<file path="src/rtl/cmp_trap_pkg.sv">
package cmp_trap_pkg;
  typedef enum logic [1:0] {
    OP_SCMP  = 2'b00,
    OP_UCMP  = 2'b01,
    OP_REC   = 2'b10,
    OP_TRAP  = 2'b11
  } cmpOp_e;

  localparam int MASK_BITS  = 5;
  localparam int FIELD_BITS = 4;

  typedef struct packed {
    logic loadField;
    logic evalTrap;
    logic unsignedRel;
    logic zeroExtImm;
    logic againstZero;
    logic takeImm;
  } cmpStrobe_t;
endpackage

</file>
<file path="src/rtl/cmp_trap_ctrl.sv">
module cmp_trap_ctrl
  import cmp_trap_pkg::*;
(
  input  logic       inValid,
  input  logic [1:0] opcode,
  input  logic       useImm,
  output cmpStrobe_t stb
);
  cmpOp_e op;

  always_comb begin
    op = cmpOp_e'(opcode);
    stb.loadField   = inValid && (op != OP_TRAP);
    stb.evalTrap    = inValid && (op == OP_TRAP);
    stb.unsignedRel = (op == OP_UCMP);
    stb.zeroExtImm  = (op == OP_UCMP);
    stb.againstZero = (op == OP_REC);
    stb.takeImm     = useImm;
  end
endmodule

</file>
<file path="src/rtl/cmp_trap_dp.sv">
module cmp_trap_dp
  import cmp_trap_pkg::*;
#(
  parameter int WIDTH     = 32,
  parameter int IMM_WIDTH = 16
) (
  input  logic                  clk,
  input  logic                  rstN,
  input  cmpStrobe_t            stb,
  input  logic [WIDTH-1:0]      opA,
  input  logic [WIDTH-1:0]      opB,
  input  logic [IMM_WIDTH-1:0]  immVal,
  input  logic                  soIn,
  input  logic [MASK_BITS-1:0]  trapMask,
  output logic                  fieldValid,
  output logic [FIELD_BITS-1:0] fieldOut,
  output logic                  trapOut
);
  localparam int EXT = WIDTH - IMM_WIDTH;

  logic [WIDTH-1:0] immExt, rhs;
  logic sLt, sGt, uLt, uGt, isEq, relLt, relGt, trapHit;
  logic [FIELD_BITS-1:0] fieldNext;
  logic [MASK_BITS-1:0]  relVec;

  always_comb begin
    immExt = stb.zeroExtImm ? {{EXT{1'b0}}, immVal}
                            : {{EXT{immVal[IMM_WIDTH-1]}}, immVal};
    if (stb.againstZero)  rhs = '0;
    else if (stb.takeImm) rhs = immExt;
    else                  rhs = opB;
    isEq  = (opA == rhs);
    sLt   = ($signed(opA) < $signed(rhs));
    uLt   = (opA < rhs);
    sGt   = !sLt && !isEq;
    uGt   = !uLt && !isEq;
    relLt = stb.unsignedRel ? uLt : sLt;
    relGt = stb.unsignedRel ? uGt : sGt;
    fieldNext = {relLt, relGt, isEq, soIn};
    relVec  = {sLt, sGt, isEq, uLt, uGt};
    trapHit = |(relVec & trapMask);
  end

  always_ff @(posedge clk) begin
    if (!rstN) begin
      fieldValid <= 1'b0;
      fieldOut   <= '0;
      trapOut    <= 1'b0;
    end else begin
      fieldValid <= stb.loadField;
      trapOut    <= stb.evalTrap && trapHit;
      if (stb.loadField) fieldOut <= fieldNext;
    end
  end
endmodule

</file>
<file path="src/rtl/cmp_trap_unit.sv">
module cmp_trap_unit
  import cmp_trap_pkg::*;
#(
  parameter int WIDTH     = 32,
  parameter int IMM_WIDTH = 16
) (
  input  logic                 clk,
  input  logic                 rstN,
  input  logic                 inValid,
  input  logic [1:0]           opcode,
  input  logic [WIDTH-1:0]     opA,
  input  logic [WIDTH-1:0]     opB,
  input  logic [IMM_WIDTH-1:0] immVal,
  input  logic                 useImm,
  input  logic                 soIn,
  input  logic [4:0]           trapMask,
  output logic                 fieldValid,
  output logic [3:0]           fieldOut,
  output logic                 trapOut
);
  cmpStrobe_t stb;

  cmp_trap_ctrl i_ctrl (
    .inValid(inValid), .opcode(opcode), .useImm(useImm), .stb(stb)
  );

  cmp_trap_dp #(.WIDTH(WIDTH), .IMM_WIDTH(IMM_WIDTH)) i_dp (
    .clk(clk), .rstN(rstN), .stb(stb), .opA(opA), .opB(opB),
    .immVal(immVal), .soIn(soIn), .trapMask(trapMask),
    .fieldValid(fieldValid), .fieldOut(fieldOut), .trapOut(trapOut)
  );
endmodule

</file>
<file path="config.mk">
export PLATFORM = sky130hd
export DESIGN_NAME = cmp_trap_unit
export DESIGN_NICKNAME = d
export VERILOG_FILES = /design/src/rtl/cmp_trap_pkg.sv /design/src/rtl/cmp_trap_ctrl.sv /design/src/rtl/cmp_trap_dp.sv /design/src/rtl/cmp_trap_unit.sv
export SDC_FILE = /design/constraint.sdc
export NUM_CORES = 1
export LEC_CHECK = 0
export BUFFER_PORTS_ARGS = -buffer_cell sky130_fd_sc_hd__buf_4
export CORE_MARGIN = 2
export CORE_UTILIZATION = 42
export CTS_CLUSTER_DIAMETER = 120
export DETAILED_ROUTE_END_ITERATION = 8
export GPL_ROUTABILITY_DRIVEN = 0
export PLACE_DENSITY_LB_ADDON = 0.08
export SKIP_CTS_REPAIR_TIMING = 1
export SYNTH_ARGS = -nofsm -noshare
export SYNTH_HDL_FRONTEND = slang
export SYNTH_HIERARCHICAL = 1
export SYNTH_SLANG_ARGS = --single-unit
export TNS_END_PERCENT = 30
</file>
<file path="constraint.sdc">
create_clock -name clk -period 4.14 [get_ports clk]
set_clock_uncertainty 0.05 [all_clocks]
set_input_delay 0.828 -clock clk [delete_from_list [all_inputs] [get_ports clk]]
set_output_delay 0.828 -clock clk [all_outputs]
set_load 0.01 [all_outputs]
</file>
==> results.cfg <==
[power_and_ir_drop]
p_seq_frac = 0.188
combinationalPowerShare = 0.656
power_density_nw_per_um2 = 153
p_int_uw = 226
clkPwrFrac = 0.156
p_leak_uw = 0.00112
ir_drop_v = 0.0000615
finalPower_uw = 337
p_sw_frac = 0.329
switchingPower_uw = 111

[timing]
relSlewSlack = 0.457
grt_setup_unrepaired = no
min_period_ns = 3.42
maxSlewViolCount = 0
clock.fmax_ghz = 0.292
finalCritPeriodShare = 0.826
hold_viol = 0
finalSetupViolations = 0
hold_ws_ns = 0.463
tightest_slew_ns = 0.807
tns_ns = 0

[floorplanning]
die_y_um = 62.0
dieArea_um2 = 3840
die_x_um = 62.0
rows = 21
io_pins = 98
core_um2 = 3280
start_util = 0.430

[worst_setup_path]
critPathLaunch = opcode[1]
start_kind = input pin
rr_startpoint = i_dp/fieldOut[2]$_SDFFE_PN0P_
end_kind = flip-flop
critPathKind = input pin to flip-flop
critPathArrivalTime_ns = 3.50
path_max_fanout = 17
worstPathRequired_ns = 4.22

[outcome]
status = completed

[placed_design]
place_area_um2 = 2180
dp_hpwl_um = 3060
portBuffers = 97

[grt]
grt_max_degree = 20
grt_antenna_before_repair = 0
grt_pass1_wl_um = 5310
grtUsageTotal = 0.176
grt_pass1_vias = 1393
grt_overflow = 0

[route]
drc = 0
routedWlPerCell_um = 10.9
drtPass1Iterations = 4
ant_nets = 0
drt_iter0_drc = 62
drt-total-wl_um = 3430
viasPerCell = 5.13
vias = 1606

[final_layout]
finish.instance_area_um2 = 2200
area_delta_synth_final_pct = 56.2
layout.nets = 393
drive_gt1_frac = 0.472
diodes = 0

[clock_tree]
clock_sinks = 6
cts_buffer_depth = 2
clock-root-buffer = clkbuf_4
numCtsBuffers = 3
clock_latency_ns = 0.24
cts_tree = done
path_clk_slew_ns = 0.04
htree_levels = 1

[synthesis]
netlist_area_um2 = 1410
synthDistinctLibCells = 39
synth-async-reset-ratio = 0
ys_seq_area_frac = 0.0851
synth_warnings = 6
synth_cells = 172
synth_edf_count = 0
synth.avg_cell_area_um2 = 8.21
ys_ff_latch = 6
synth_fp_nets = 296
synth_flop_cell = dfxtp_1

[flow_run]
max_cap_viol_count = 0

[hold_path]
hp-class = flip-flop to flip-flop
hold_path_startpoint = i_dp/fieldOut[0]$_SDFFE_PN0P_
## through the flow
stage,util,worst slack (ns),std cells
finish,0.671,0.720,313
floorplan,-,0.502,172
detailed placement,0.664,0.427,310
global placement,0.664,0.500,310
global route,0.671,0.453,313
CTS,0.671,0.682,313
## cells in the final DEF (no fill, tap or decap), drive strengths merged, types with 2 or more instances in the layout
cell    netlist  final
buf           3    100
ha           32     32
o21ai        20     20
mux2i        19     19
a21oi        16     16
or2          15     15
nand4         8      8
dfxtp         6      6
nor2b         5      5
nand3         5      5
a21boi        4      4
nor2          4      4
clkbuf        5      3
and2          3      3
nand2         3      3
inv           2      2
a21o          2      2
nor4          2      2
a32o          2      2
and3          2      2
and2b         2      2
nor3          2      2
## synthesized netlist by cell type, drive strengths merged (2+ instances only)
cell type  number  area [um^2]
mux2i          19          190
nor4            2         12.5
nor3            2         21.3
nand4           8         56.3
o21ai          20          100
nor2b           5         31.3
and2            3         18.8
or2            15         93.8
a32o            2         20.0
inv             2         7.51
dfxtp           6          120
and2b           2         16.3
a21oi          16         87.6
ha             32          400
nor2            4         15.0
buf             3         18.8
nand3           5         25.0
clkbuf          5         18.8
nand2           3         11.3
a21o            2         15.0
a21boi          4         30.0
and3            2         13.8
## cell type report
type	instances	area, um^2
Clock buffer	3	22.5
Timing Repair Buffer	100	751
Fill cell	300	1080
Inverter	2	7.51
Sequential cell	6	120
Tap cell	46	57.6
Multi-Input combinational cell	156	1250
## cells by family after synthesis
family | after synthesis | share of synthesized area
simple gates | 53 | 0.238
compound gates | 51 | 0.221
fa+ha+maj | 32 | 0.284
mux | 19 | 0.135
buf+inv | 10 | 0.0319
flops | 6 | 0.0851
xor+xnor | 1 | 0.00621
## final timing paths
kind	to	slack [ns]	depth (start not counted)
max	i_dp/fieldOut[2]$_SDFFE_PN0P_	0.72	13
min	i_dp/fieldOut[0]$_SDFFE_PN0P_	0.46	2
max reg2reg	i_dp/fieldOut[2]$_SDFFE_PN0P_	3.33	2
min reg2reg	i_dp/fieldOut[0]$_SDFFE_PN0P_	0.46	2
## per-layer routing
| metal | vias to the layer above | part of all wire | GRT usage | routed length, um |
|---|---|---|---|---|
| li1 | 848 | - | - | - |
| met3 | 0 | 0.060 | 0.0207 | 207 |
| met1 | 710 | 0.42 | 0.205 | 1430 |
| met4 | 0 | 0 | 0.0182 | 0 |
| met5 | - | 0 | 0 | 0 |
| met2 | 48 | 0.52 | 0.350 | 1790 |
## registers in the layout (all words and copies together) (netlist names)
signal,flops
i_dp/fieldOut,4
i_dp/fieldValid,1
i_dp/trapOut,1
## power by group through the flow
stage	clock (uW)	combinational (uW)	sequential (uW)
2_1_floorplan	0	126	66.2
3_3_place_gp	0	222	64.3
3_5_place_dp	0	225	64.5
4_1_cts	55.1	225	63.5
5_1_grt	58.6	250	63.8
6_report	52.7	221	63.4
## critical path, stage by stage
cell,delay (ns)
buf_4,0.12
and2b_2,0.28
a21oi_1,0.15
buf_4,0.19
o21ai_0,0.11
ha_1,0.37
nand4_2,0.13
nor3_1,0.07
a22oi_1,0.14
or4b_4,0.51
nor3_4,0.24
xnor2_1,0.11
a32o_1,0.24
(Power assumes the default switching activity.)
